File: src/rtl/mbist_pkg.sv
package mbist_pkg;

    typedef enum logic [2:0] {
        S_IDLE  = 3'd0,
        S_WRITE = 3'd1,
        S_READ  = 3'd2,
        S_FLUSH = 3'd3,
        S_DONE  = 3'd4
    } seq_state_e;

    typedef enum logic {
        MODE_WALK = 1'b0,
        MODE_PAIR = 1'b1
    } test_mode_e;

endpackage

File: src/rtl/mbist_seq.sv
module mbist_seq
    import mbist_pkg::*;
#(
    parameter int AW = 4,
    parameter int DW = 8
) (
    input  logic          clk,
    input  logic          rst_n,
    input  logic          start_i,
    input  logic          mode_i,
    input  logic [DW-1:0] seed_i,
    output logic          busy_o,
    output logic          done_o,
    output logic          clear_o,
    output logic [AW-1:0] ram_addr_o,
    output logic [DW-1:0] ram_wdata_o,
    output logic          ram_we_o,
    output logic          ram_re_o,
    output logic          chk_valid_o,
    output logic [AW-1:0] chk_addr_o,
    output logic [DW-1:0] chk_exp_o
);
    localparam int N   = 1 << AW;
    localparam int PW  = $clog2(DW);
    localparam int SW  = AW + 1;
    localparam int REP = DW / AW + 1;

    typedef struct packed {
        seq_state_e    st;
        logic          mode;
        logic [DW-1:0] seed;
        logic [PW-1:0] pass;
        logic [SW-1:0] step;
        logic          chk_valid;
        logic [AW-1:0] chk_addr;
        logic [DW-1:0] chk_exp;
    } seq_t;

    seq_t q, d;

    function automatic logic [DW-1:0] walk_word(logic [PW-1:0] p, logic [AW-1:0] a,
                                                logic [DW-1:0] s);
        logic [PW-1:0] idx;
        idx = p + PW'(a);
        return (DW'(1) << idx) ^ s;
    endfunction

    function automatic logic [DW-1:0] pair_word(logic [AW-1:0] a, logic [DW-1:0] s);
        return s ^ DW'({REP{a}});
    endfunction

    logic          start_ok, last_wr, last_rd;
    logic [AW-1:0] pair_idx, addr_c;
    logic [DW-1:0] word_c;

    always_comb begin
        start_ok = start_i && (q.st == S_IDLE || q.st == S_DONE);
        pair_idx = q.step[AW:1];
        if (q.st == S_READ && q.mode == MODE_PAIR)
            addr_c = q.step[0] ? ~pair_idx : pair_idx;
        else
            addr_c = q.step[AW-1:0];
        word_c  = (q.mode == MODE_PAIR) ? pair_word(addr_c, q.seed)
                                        : walk_word(q.pass, addr_c, q.seed);
        last_wr = (q.step == SW'(N - 1));
        last_rd = (q.mode == MODE_PAIR) ? (q.step == SW'(2 * N - 1)) : last_wr;

        d           = q;
        d.chk_valid = (q.st == S_READ);
        d.chk_addr  = addr_c;
        d.chk_exp   = word_c;
        case (q.st)
            S_IDLE, S_DONE: begin
                if (start_ok) begin
                    d.st   = S_WRITE;
                    d.mode = mode_i;
                    d.seed = seed_i;
                    d.pass = '0;
                    d.step = '0;
                end
            end
            S_WRITE: begin
                if (last_wr) begin
                    d.st   = S_READ;
                    d.step = '0;
                end else begin
                    d.step = q.step + SW'(1);
                end
            end
            S_READ: begin
                if (last_rd) begin
                    if (q.mode == MODE_WALK && q.pass != PW'(DW - 1)) begin
                        d.pass = q.pass + PW'(1);
                        d.step = '0;
                        d.st   = S_WRITE;
                    end else begin
                        d.st = S_FLUSH;
                    end
                end else begin
                    d.step = q.step + SW'(1);
                end
            end
            S_FLUSH: d.st = S_DONE;
            default: d.st = S_IDLE;
        endcase
    end

    always_ff @(posedge clk or negedge rst_n) begin
        if (!rst_n) q <= '0;
        else        q <= d;
    end

    assign busy_o      = (q.st == S_WRITE) || (q.st == S_READ) || (q.st == S_FLUSH);
    assign done_o      = (q.st == S_DONE);
    assign clear_o     = start_ok;
    assign ram_addr_o  = addr_c;
    assign ram_wdata_o = word_c;
    assign ram_we_o    = (q.st == S_WRITE);
    assign ram_re_o    = (q.st == S_READ);
    assign chk_valid_o = q.chk_valid;
    assign chk_addr_o  = q.chk_addr;
    assign chk_exp_o   = q.chk_exp;


    start_ignored_chk: assert property (@(posedge clk) disable iff (!rst_n)
        (busy_o && start_i) |=> ($stable(q.mode) && $stable(q.seed) && busy_o || done_o));


    done_hold_chk: assert property (@(posedge clk) disable iff (!rst_n)
        (done_o && !start_i) |=> done_o);


    done_busy_excl_chk: assert property (@(posedge clk) disable iff (!rst_n)
        !(done_o && busy_o));


    ram_access_busy_chk: assert property (@(posedge clk) disable iff (!rst_n)
        (ram_we_o || ram_re_o) |-> (busy_o && !(ram_we_o && ram_re_o)));

endmodule

File: src/rtl/mbist_misr.sv
module mbist_misr #(
    parameter int             W    = 8,
    parameter logic [W-1:0]   POLY = 8'h1D
) (
    input  logic         clk,
    input  logic         rst_n,
    input  logic         clear_i,
    input  logic         en_i,
    input  logic [W-1:0] data_i,
    output logic [W-1:0] sig_o
);
    logic [W-1:0] sig_d, sig_q;

    always_comb begin
        sig_d = sig_q;
        if (clear_i)
            sig_d = '0;
        else if (en_i)
            sig_d = {sig_q[W-2:0], 1'b0} ^ (sig_q[W-1] ? POLY : '0) ^ data_i;
    end

    always_ff @(posedge clk or negedge rst_n) begin
        if (!rst_n) sig_q <= '0;
        else        sig_q <= sig_d;
    end

    assign sig_o = sig_q;


    sig_clear_chk: assert property (@(posedge clk) disable iff (!rst_n)
        clear_i |=> (sig_o == '0));

endmodule

File: src/rtl/mbist_faillog.sv
module mbist_faillog #(
    parameter int AW    = 4,
    parameter int DEPTH = 5
) (
    input  logic                  clk,
    input  logic                  rst_n,
    input  logic                  clear_i,
    input  logic                  hit_i,
    input  logic [AW-1:0]         addr_i,
    output logic [DEPTH*AW-1:0]   log_o,
    output logic [$clog2(DEPTH+1)-1:0] count_o,
    output logic                  ovf_o
);
    localparam int CW = $clog2(DEPTH + 1);

    typedef struct packed {
        logic [DEPTH-1:0][AW-1:0] ent;
        logic [CW-1:0]            cnt;
        logic                     ovf;
    } log_t;

    log_t q, d;
    logic dup;

    always_comb begin
        dup = 1'b0;
        for (int i = 0; i < DEPTH; i++)
            if (CW'(i) < q.cnt && q.ent[i] == addr_i) dup = 1'b1;

        d = q;
        if (clear_i) begin
            d = '0;
        end else if (hit_i && !dup) begin
            if (q.cnt < CW'(DEPTH)) begin
                for (int i = 0; i < DEPTH; i++)
                    if (CW'(i) == q.cnt) d.ent[i] = addr_i;
                d.cnt = q.cnt + CW'(1);
            end else begin
                d.ovf = 1'b1;
            end
        end
    end

    always_ff @(posedge clk or negedge rst_n) begin
        if (!rst_n) q <= '0;
        else        q <= d;
    end

    assign log_o   = q.ent;
    assign count_o = q.cnt;
    assign ovf_o   = q.ovf;


    cnt_bound_chk: assert property (@(posedge clk) disable iff (!rst_n)
        count_o <= CW'(DEPTH));


    ovf_when_full_chk: assert property (@(posedge clk) disable iff (!rst_n)
        ovf_o |-> (count_o == CW'(DEPTH)));

    for (genvar g = 0; g < DEPTH; g++) begin : g_hold

        entry_hold_chk: assert property (@(posedge clk) disable iff (!rst_n)
            (q.cnt > CW'(g) && !clear_i) |=> $stable(q.ent[g]));
    end

endmodule

File: src/rtl/mbist_ctrl.sv
module mbist_ctrl #(
    parameter int            AW    = 4,
    parameter int            DW    = 8,
    parameter logic [DW-1:0] POLY  = 8'h1D,
    parameter int            LOG_N = 5
) (
    input  logic                        clk,
    input  logic                        rst_n,
    input  logic                        start_i,
    input  logic                        mode_i,
    input  logic [DW-1:0]               seed_i,
    output logic [AW-1:0]               ram_addr_o,
    output logic [DW-1:0]               ram_wdata_o,
    output logic                        ram_we_o,
    output logic                        ram_re_o,
    input  logic [DW-1:0]               ram_rdata_i,
    output logic                        busy_o,
    output logic                        done_o,
    output logic                        pass_o,
    output logic [DW-1:0]               signature_o,
    output logic [$clog2(LOG_N+1)-1:0]  fail_count_o,
    output logic                        fail_overflow_o,
    output logic [LOG_N*AW-1:0]         fail_log_o
);
    logic          clear, chk_valid, mismatch;
    logic [AW-1:0] chk_addr;
    logic [DW-1:0] chk_exp;
    logic [DW-1:0] misr_in  [2];
    logic [DW-1:0] misr_sig [2];

    mbist_seq #(.AW(AW), .DW(DW)) u_seq (
        .clk         (clk),
        .rst_n       (rst_n),
        .start_i     (start_i),
        .mode_i      (mode_i),
        .seed_i      (seed_i),
        .busy_o      (busy_o),
        .done_o      (done_o),
        .clear_o     (clear),
        .ram_addr_o  (ram_addr_o),
        .ram_wdata_o (ram_wdata_o),
        .ram_we_o    (ram_we_o),
        .ram_re_o    (ram_re_o),
        .chk_valid_o (chk_valid),
        .chk_addr_o  (chk_addr),
        .chk_exp_o   (chk_exp)
    );

    assign mismatch   = chk_valid && (ram_rdata_i != chk_exp);
    assign misr_in[0] = ram_rdata_i;
    assign misr_in[1] = chk_exp;

    for (genvar g = 0; g < 2; g++) begin : g_misr
        mbist_misr #(.W(DW), .POLY(POLY)) u_misr (
            .clk     (clk),
            .rst_n   (rst_n),
            .clear_i (clear),
            .en_i    (chk_valid),
            .data_i  (misr_in[g]),
            .sig_o   (misr_sig[g])
        );
    end

    mbist_faillog #(.AW(AW), .DEPTH(LOG_N)) u_log (
        .clk     (clk),
        .rst_n   (rst_n),
        .clear_i (clear),
        .hit_i   (mismatch),
        .addr_i  (chk_addr),
        .log_o   (fail_log_o),
        .count_o (fail_count_o),
        .ovf_o   (fail_overflow_o)
    );

    assign signature_o = misr_sig[0];
    assign pass_o      = done_o && (misr_sig[0] == misr_sig[1]);


    mismatch_after_read_chk: assert property (@(posedge clk) disable iff (!rst_n)
        mismatch |-> $past(ram_re_o));

endmodule

File: config.mk
export PLATFORM = sky130hd
export DESIGN_NAME = mbist_ctrl
export DESIGN_NICKNAME = d
export VERILOG_FILES = /design/src/rtl/mbist_pkg.sv /design/src/rtl/mbist_seq.sv /design/src/rtl/mbist_misr.sv /design/src/rtl/mbist_faillog.sv /design/src/rtl/mbist_ctrl.sv
export SDC_FILE = /design/constraint.sdc
export NUM_CORES = 1
export LEC_CHECK = 0
export ABC_AREA = 1
export BUFFER_PORTS_ARGS = -buffer_cell sky130_fd_sc_hd__buf_4
export CORE_MARGIN = 1
export CORE_UTILIZATION = 25
export DETAILED_ROUTE_END_ITERATION = 7
export SYNTH_ARGS = -nofsm -noshare
export SYNTH_HDL_FRONTEND = slang
export SYNTH_HIERARCHICAL = 1
export SYNTH_SLANG_ARGS = --single-unit
File: constraint.sdc
create_clock -name clk -period 2.65 [get_ports clk]
set_clock_uncertainty 0.1 [all_clocks]
set_input_delay 0.1325 -clock clk [delete_from_list [all_inputs] [get_ports clk]]
set_output_delay 0.1325 -clock clk [all_outputs]
set_load 0.005 [all_outputs]
==> results of run 1 <==
==> synthesized netlist by cell type (all sizes together), types with 5 or more instances <==
| cell | instances |
|---|---|
| nand2 | 226 |
| inv | 97 |
| dfrtp | 73 |
| nand3 | 73 |
| nor2 | 53 |
| o21ai | 35 |
| buf | 29 |
| xnor2 | 17 |
| ha | 10 |
| xor2 | 8 |
| nor3 | 5 |
| o22ai | 5 |
==> flip-flops by register name (all words and copies together) (netlist names) <==
register,count
g_misr.u_misr/sig_o,16
u_log/count_o,3
u_log/log_o,20
u_log/ovf_o,1
u_seq/chk_addr_o,4
u_seq/chk_exp_o,8
u_seq/chk_valid_o,1
u_seq/pair_idx,4
u_seq/q,16
==> layer usage <==
metal	up-vias	wire length, um	GRT usage (%)	part of all wire, %
met5	-	0	0	0
met3	14	783	3.61	6.3
met1	1902	5680	17.4	46
li1	2141	-	-	-
met4	0	221	6.40	1.8
met2	90	5700	22.2	46
==> area by class of cell <==
type                       instances  area (sq um)
clock buffer                      13           250
timing repair buffer             105           843
clock inverter                     3          40.0
inverter                          98           368
fill                            1903         12100
sequential                        73          1830
antenna                            1          2.50
multi-input combinational        442          2330
tap                              229           287
==> kinds of logic (layout without fill, tap and decap cells) <==
family / after synthesis / after routing / synth area share, %
flops: 73 / 73 / 39.6
xor+xnor: 25 / 25 / 4.75
simple gates: 359 / 359 / 33.6
compound gates: 47 / 47 / 5.70
buf+inv: 130 / 219 / 13.2
other cells: 0 / 1 / 0
fa+ha+maj: 11 / 11 / 3.15
==> cell usage in the layout, fill, tap and decap left out, types with 5 or more instances in the layout <==
master / synthesis / routed
o21ai_0: 26 / 26
buf_4: 26 / 86
nor2_4: 7 / 7
buf_6: 1 / 6
clkbuf_16: 0 / 9
ha_1: 10 / 9
nand2_2: 7 / 19
inv_2: 11 / 15
xnor2_1: 17 / 17
dfrtp_1: 73 / 73
o21ai_1: 7 / 6
dlygate4sd3_1: 0 / 13
inv_1: 86 / 82
xor2_1: 8 / 7
nand2_1: 218 / 205
nor2_1: 45 / 44
nand3_1: 70 / 65
o22ai_1: 5 / 5
==> worst paths after layout <==
path                                               start                                    end  slack (ns)  cells past startpoint
max reg2reg                u_seq/pair_idx[0]$_DFFE_PN0P_           u_seq/chk_exp_o[2]$_DFF_PN0_        0.03                     15
max in group asynchronous                          rst_n                u_seq/q[28]$_DFFE_PN0P_        1.43                      2
min in group asynchronous                          rst_n            u_log/log_o[18]$_DFFE_PN0P_        0.36                      2
min reg2reg                      u_log/ovf_o$_DFFE_PN0P_                u_log/ovf_o$_DFFE_PN0P_        0.42                      2
max                        u_seq/pair_idx[0]$_DFFE_PN0P_                         ram_wdata_o[2]       -0.35                     15
min                                       ram_rdata_i[5]  g_misr[0].u_misr/sig_o[5]$_DFFE_PN0P_        0.02                      3
==> critical path, cell delays in order (launching register included) <==
cell,delay [ns]
dfrtp_1,0.38
ha_1,0.29
inv_2,0.05
o21ai_2,0.15
ha_2,0.20
inv_2,0.04
fa_2,0.42
xor2_4,0.18
inv_2,0.08
nand3_4,0.10
buf_6,0.15
nand3_4,0.06
nand2_2,0.06
nand2_2,0.07
nand2_2,0.06
buf_6,0.11
==> repair_timing <==
item | 4_1_cts | 5_1_grt
resized for setup | 21 | 22
setup buffers | 7 | 5
pin swaps | 4 | 8
hold buffers | 13 | 0
gates cloned | 0 | 0
setup endpoints to repair | 8 | 10
hold endpoints to repair | 85 | 0
==> per-stage QoR <==
| step | cell area (sq um) | hold slack (ns) |
|---|---|---|
| after floorplan | 4610 | -0.263 |
| after global placement | 5260 | 0.242 |
| after detailed placement | 5260 | 0.251 |
| after CTS | 5800 | 0.00425 |
| after global routing | 5940 | 0.0365 |
| final | 5940 | 0.0160 |
==> report_power, final <==
group | internal (uW) | switching (uW) | leakage, uW
combinational | 1550 | 2020 | 0.00196
clock | 752 | 467 | 0.000144
sequential | 1510 | 453 | 0.000959
==> flow_metrics.tcl, run 1 <==
set metrics [dict create \
    clockBufferDepth 2 \
    clkLatencyLatePin_ns 0.34 \
    numCtsBuffers 9 \
    pwr_density_cell_nw_per_um2 1140 \
    grt_antenna_before_repair 0 \
    min_period_ns 3.00 \
    track_usage_pct 13.9 \
    cts_tree "done" \
    yosysUniqueCellTypes 34 \
    synth_edf_count 0 \
    drive_gt1_share_pct 23.2 \
    antenna_left 0 \
    dieArea_sq_um 19000 \
    drt-initial-drc-count 280 \
    synth_cells 645 \
    path_clk_slew_ns 0.06 \
    htreeDepth 3 \
    ios 69 \
    cp-end-kind "output pin" \
    start_util_pct 25.6 \
    drv_cap 0 \
    wl_mm 12.4 \
    root_buffer "clkbuf_16" \
    critical_path_required_ns 2.42 \
    viasPerCell 4.30 \
    grt_pass1_wl_mm 19.9 \
    vias 4147 \
    synth.net_count 676 \
    wl_per_cell_um 12.9 \
    port_buffers 68 \
    first_pass_iters 4 \
    gp_congestion 0.839 \
    place_inst 922 \
    fin_nets 760 \
    peakVddDrop_v 0.000341 \
    violations "setup timing" \
    finalNonFillerCells 964 \
    syn-cell-area_sq_um 4610 \
    fin_ws_ns -0.346 \
    synth_seq_cells 73 \
    path_max_fanout 3 \
    start_kind "flip-flop" \
    finalSetupTns_ns -2.54 \
    rsz0062_at_grt "yes" \
    min_path_type "input port to flip-flop" \
    ys_async_sr_fraction_pct 100 \
    synth_area_per_cell_sq_um 7.15 \
    slew_violations 0 \
    grt_pass1_vias 3981 \
    dp.final_hpwl_mm 9.07 \
    ys_seq_area_share_pct 39.6 \
    critical_path_arrival_ns 2.76 \
    setup_viol 8 \
    grt_max_degree 74 \
    p_leak_uw 0.00306 \
    clock.fmax_mhz 334 \
    max_slew_margin_pct 35.5 \
    total_power_uw 6760 \
    tightestPinTransition_ns 0.967 \
    core_area_sq_um 18000 \
    critical_path_class "flip-flop to output pin" \
    finalCritPeriodShare_pct 113 \
    synth.top_cell.area_share_pct 39.6 \
    die_w_um 138 \
    synth_area_leaders "dfrtp_1 (40%), nand2_1 (18%), nand3_1 (7.6%)" \
    overflow 0 \
    cts.sinks 73 \
    yosysTopAreaCell "dfrtp_1" \
    drc_errors 0 \
    num_rows 49 \
    yosys_warnings 6 \
    post-place-ws_ns 0.0234 \
    syn2layout_area_growth_pct 28.9 \
    die_h_um 138 \
    status "finished, violations left" \
    synth_ff_type "dfrtp_1" \
    report.final.hold_viol_count 0 \
    post-route-util_pct 33.0 \
]
(Power assumes the default switching activity.)
==> inputs of run 2 (changes only) <==
Settings changed: PLACE_DENSITY_LB_ADDON set to 0.08.
==> flow_metrics.tcl, run 2 (same netlist as run 1, synthesis figures left out) <==
set metrics [dict create \
    post_cts_buffers 0 \
    fin_ws_ns -0.200 \
    worstSetupStartpoint "u_seq/q[13]$_DFFE_PN0P_" \
    overflow 0 \
    fin_nets 748 \
    total_power_uw 6560 \
    finalNonFillerCells 951 \
    port_buffers 68 \
    root_buffer "clkbuf_16" \
    min_period_ns 2.85 \
    num_rows 49 \
    tightestPinTransition_ns 0.971 \
    core_area_sq_um 18000 \
    antennaDiodeCount 0 \
    finalCritPeriodShare_pct 108 \
    final_cell_mix "nand2_1 (214), inv_1 (83), buf_4 (80)" \
    clkLatencyLatePin_ns 0.34 \
    grt_max_degree 74 \
    start_util_pct 25.6 \
    cts_tree "done" \
    viasPerCell 4.38 \
    wl_per_cell_um 14.0 \
    numCtsBuffers 9 \
    min-delay-start "ram_rdata_i[6]" \
    ios 69 \
    drv_cap 0 \
    setup_viol 8 \
    clockBufferDepth 2 \
    grt_pass1_vias 4011 \
    violations "setup timing" \
    rsz0062_at_grt "yes" \
    drive_gt1_share_pct 20.1 \
    grt_pass1_wl_mm 21.2 \
    p_leak_uw 0.00300 \
    largest_reg_flops 20 \
    critical_path_arrival_ns 2.62 \
    drc_errors 0 \
    worstReg2RegStart "u_seq/q[13]$_DFFE_PN0P_" \
    layout_commonest_cell "nand2_1" \
    place_inst 924 \
    post-route-util_pct 32.0 \
    grt_antenna_before_repair 0 \
    path_max_fanout 3 \
    slew_violations 0 \
    dieArea_sq_um 19000 \
    critical_path_class "flip-flop to output pin" \
    dp.final_hpwl_mm 10.2 \
    report.final.hold_viol_count 0 \
    drt-initial-drc-count 206 \
    critical_path_required_ns 2.42 \
    antenna_left 0 \
    post-place-ws_ns 0.0126 \
    clock.fmax_mhz 351 \
    first_pass_iters 5 \
    vias 4170 \
    max_slew_margin_pct 35.2 \
    min_path_type "input port to flip-flop" \
    peakVddDrop_v 0.000401 \
    die_h_um 138 \
    cts.sinks 73 \
    wl_mm 13.3 \
    status "finished, violations left" \
    pwr_density_cell_nw_per_um2 1140 \
    track_usage_pct 15.1 \
    htreeDepth 3 \
    fin_hold_ws_ns 0.00761 \
    die_w_um 138 \
    path_clk_slew_ns 0.06 \
    cp-end-kind "output pin" \
    syn2layout_area_growth_pct 25.1 \
    gp_congestion 0.781 \
    start_kind "flip-flop" \
]
[run 2: what timing repair did]
action | CTS | global route
endpoints found under the hold margin | 83 | 0
endpoints found under the setup margin | 8 | 8
hold buffers | 11 | 0
pin swaps | 3 | 3
gates resized for setup | 16 | 4
[run 2: metrics by stage]
| stage | area, sq um | TNS (ns) |
|---|---|---|
| after detailed placement | 5280 | 0 |
| after global routing | 5770 | -2.75 |
| final | 5770 | -1.49 |
| after floorplan | 4610 | 0 |
| after global placement | 5280 | 0 |
| after CTS | 5740 | -1.61 |
[run 2: report_power, final]
| part | internal (uW) | total (uW) | switching [uW] |
|---|---|---|---|
| clock | 806 | 1280 | 476 |
| sequential | 1510 | 1970 | 464 |
| combinational | 1370 | 3300 | 1940 |
| total | 3680 | 6560 | 2880 |
[run 2: final cells by class]
type	instances	area, sq um
flip-flops and latches	73	1830
fillers	2008	12300
clock inverters	2	35.0
inverters	98	368
multi-input cells	442	2250
well taps	229	287
clock buffers	14	274
repair buffers	93	733
[run 2: path summary, 6_finish.rpt]
path | end | slack [ns] | depth (start not counted)
setup / recovery | ram_wdata_o[0] | -0.20 | 13
hold / removal | g_misr[0].u_misr/sig_o[6]$_DFFE_PN0P_ | 0.008 | 3
setup reg to reg | u_seq/chk_exp_o[0]$_DFF_PN0_ | 0.29 | 11
hold reg to reg | u_log/ovf_o$_DFFE_PN0P_ | 0.43 | 2
max in group asynchronous | u_log/log_o[14]$_DFFE_PN0P_ | 1.43 | 2
min in group asynchronous | g_misr[0].u_misr/sig_o[3]$_DFFE_PN0P_ | 0.40 | 2
[run 2: critical path, cell delays in order (launching register included)]
cell	delay, ns
dfrtp_1	0.38
ha_1	0.29
inv_2	0.04
o21ai_2	0.15
ha_2	0.19
inv_2	0.03
fa_2	0.56
inv_2	0.07
nor3_4	0.12
nand3_1	0.11
nand2_1	0.07
nand2_1	0.06
nand2_2	0.09
buf_6	0.10
[run 2: per-layer routing]
| metal | up-vias | track usage [%] | share of wire [%] |
|---|---|---|---|
| met5 | - | 0 | 0 |
| met3 | 19 | 2.39 | 4.1 |
| met4 | 0 | 6.46 | 1.9 |
| met1 | 1957 | 19.8 | 47 |
| met2 | 84 | 24.5 | 47 |
| li1 | 2110 | - | - |
==> inputs of run 3 (changes only) <==
Settings changed: CORE_ASPECT_RATIO set to 0.9.
==> flow_metrics.tcl, run 3 (same netlist as run 1, synthesis figures left out) <==
set metrics [dict create \
    reg2reg_to "u_seq/chk_exp_o[1]$_DFF_PN0_" \
    dp.final_hpwl_mm 10.1 \
    max_stage_delay_ns 0.55 \
    slew_violations 0 \
    final_cell_mix "nand2_1 (209), buf_4 (90), inv_1 (82)" \
    min_to "g_misr[0].u_misr/sig_o[5]$_DFFE_PN0P_" \
    clkLatencyLatePin_ns 0.35 \
    tightestPinTransition_ns 1.01 \
    worstReg2RegStart "u_seq/q[32]$_DFFE_PN0P_" \
    grt_antenna_before_repair 0 \
    critical-path-slowest-cell "fa_2" \
    setup_viol 8 \
    antenna_left 0 \
    finalCritPeriodShare_pct 111 \
    finalSetupTns_ns -1.95 \
    peakVddDrop_v 0.000466 \
    r2r_slack_ns 0.11 \
    min-delay-start "ram_rdata_i[5]" \
    cp-end-kind "output pin" \
    vias 4204 \
    pwr_density_cell_nw_per_um2 1160 \
    violations "setup timing" \
    dieArea_sq_um 19000 \
    drc_errors 0 \
    report.final.hold_viol_count 0 \
    path_max_fanout 3 \
    final_area_sq_um 5970 \
    critical_path_class "flip-flop to output pin" \
    clockBufferDepth 2 \
    cts.sinks 73 \
    worstSetupStartpoint "u_seq/q[32]$_DFFE_PN0P_" \
    grt_pass1_wl_mm 22.2 \
    wl_mm 13.6 \
    intPower_uw 3920 \
    viasPerCell 4.32 \
    gp_congestion 0.804 \
    critical_path_arrival_ns 2.71 \
    worstRegToRegCells 12 \
    whs_path_depth 3 \
    die_h_um 131 \
    cts_tree "done" \
    p_clk_share_pct 21.0 \
    numCtsBuffers 9 \
    min_period_ns 2.94 \
    rsz0062_at_grt "yes" \
    place_area_sq_um 5300 \
    drt-initial-drc-count 243 \
    crit_top_cell "inv_2" \
    post-place-ws_ns -0.0413 \
    root_buffer "clkbuf_16" \
    place_inst 936 \
    finalNonFillerCells 973 \
    fillCellCount 1925 \
    switching_share_pct 43.1 \
    core_area_sq_um 17800 \
    path_clk_slew_ns 0.06 \
    regArea_sq_um 1830 \
    largest_reg_flops 20 \
    path_cells "inv_2, nand4_1, o21ai_2, ha_2, inv_2, fa_2, inv_2, nor3_4, nand3_2, nand2_1, nand2_1, nand2_2, buf_4" \
    total_power_uw 6900 \
    fin_ws_ns -0.294 \
    status "finished, violations left" \
    multi_input_area_sq_um 2310 \
    first_pass_iters 5 \
    min_path_type "input port to flip-flop" \
    start_util_pct 25.8 \
    wl_per_cell_um 13.9 \
    pwr-share-comb_pct 50.3 \
    p_switching_uw 2980 \
    antennaDiodeCount 0 \
    overflow 0 \
    ios 69 \
    p_seq_share_pct 28.7 \
    clock.fmax_mhz 340 \
    layout_commonest_cell "nand2_1" \
    max_slew_margin_pct 32.7 \
    port_buffers 68 \
    syn2layout_area_growth_pct 29.5 \
    drive_gt1_share_pct 22.6 \
    track_usage_pct 15.2 \
    critical_path_required_ns 2.42 \
    htreeDepth 3 \
    die_w_um 145 \
    grt_pass1_vias 4169 \
    grt_max_degree 74 \
    fin_nets 759 \
    p_leak_uw 0.00308 \
    drv_cap 0 \
    start_kind "flip-flop" \
    num_rows 46 \
]
## run 3: worst max-delay path, delay by kind of cell (launching register included)
kind | cells | cell delay, ns
buffers and inverters | 4 | 0.28
flip-flops | 1 | 0.40
adder cells (fa/ha/maj) | 2 | 0.74
AND/OR/NAND/NOR | 6 | 0.73
AO/OA/AOI/OAI | 1 | 0.22
## run 3: power by group through the flow
stage	clock network (uW)	logic [uW]	registers (uW)
floorplan	0	2360	1810
global placement	0	3160	2000
detailed placement	0	3150	2000
CTS	1500	3270	1980
global route	1540	3940	2050
finish	1450	3470	1980
## run 3: stage by stage
step / utilization [%] / hold WS, ns
after floorplan: - / -0.263
after global placement: 29.7 / 0.240
after detailed placement: 29.7 / 0.253
after CTS: 32.7 / 0.00336
after global routing: 33.5 / 0.00904
final: 33.5 / 0.0109
## run 3: worst max path at each step
stage	slack (ns)	depth (start not counted)	end
floorplan	0.14	15	ram_wdata_o[4]
global placement	0.02	15	ram_wdata_o[5]
detailed placement	-0.04	15	ram_wdata_o[5]
CTS	-0.22	15	ram_wdata_o[5]
global route	-0.40	15	ram_wdata_o[4]
finish	-0.29	13	ram_wdata_o[1]
## run 3: layer usage
metal / wire (um) / global-route usage [%]
met4: 167 / 3.96
met3: 600 / 3.96
met1: 6670 / 20.3
met5: 0 / 0
met2: 6140 / 24.5
## run 3: area by class of cell
cell class / count / share of cell area, %
flip-flops and latches: 73 / 30.6
multi-input cells: 442 / 38.8
inverters: 98 / 6.16
clock buffers: 10 / 4.00
well taps: 240 / 5.03
repair buffers: 104 / 13.7
clock inverters: 6 / 1.76
## run 3: repair_timing
| item | 4_1_cts | 5_1_grt |
|---|---|---|
| gates resized for setup | 12 | 21 |
| pin swaps | 6 | 8 |
| buffers inserted | 2 | 6 |
| hold endpoints to repair | 85 | 0 |
| hold buffers | 13 | 0 |
| endpoints found under the setup margin | 8 | 8 |
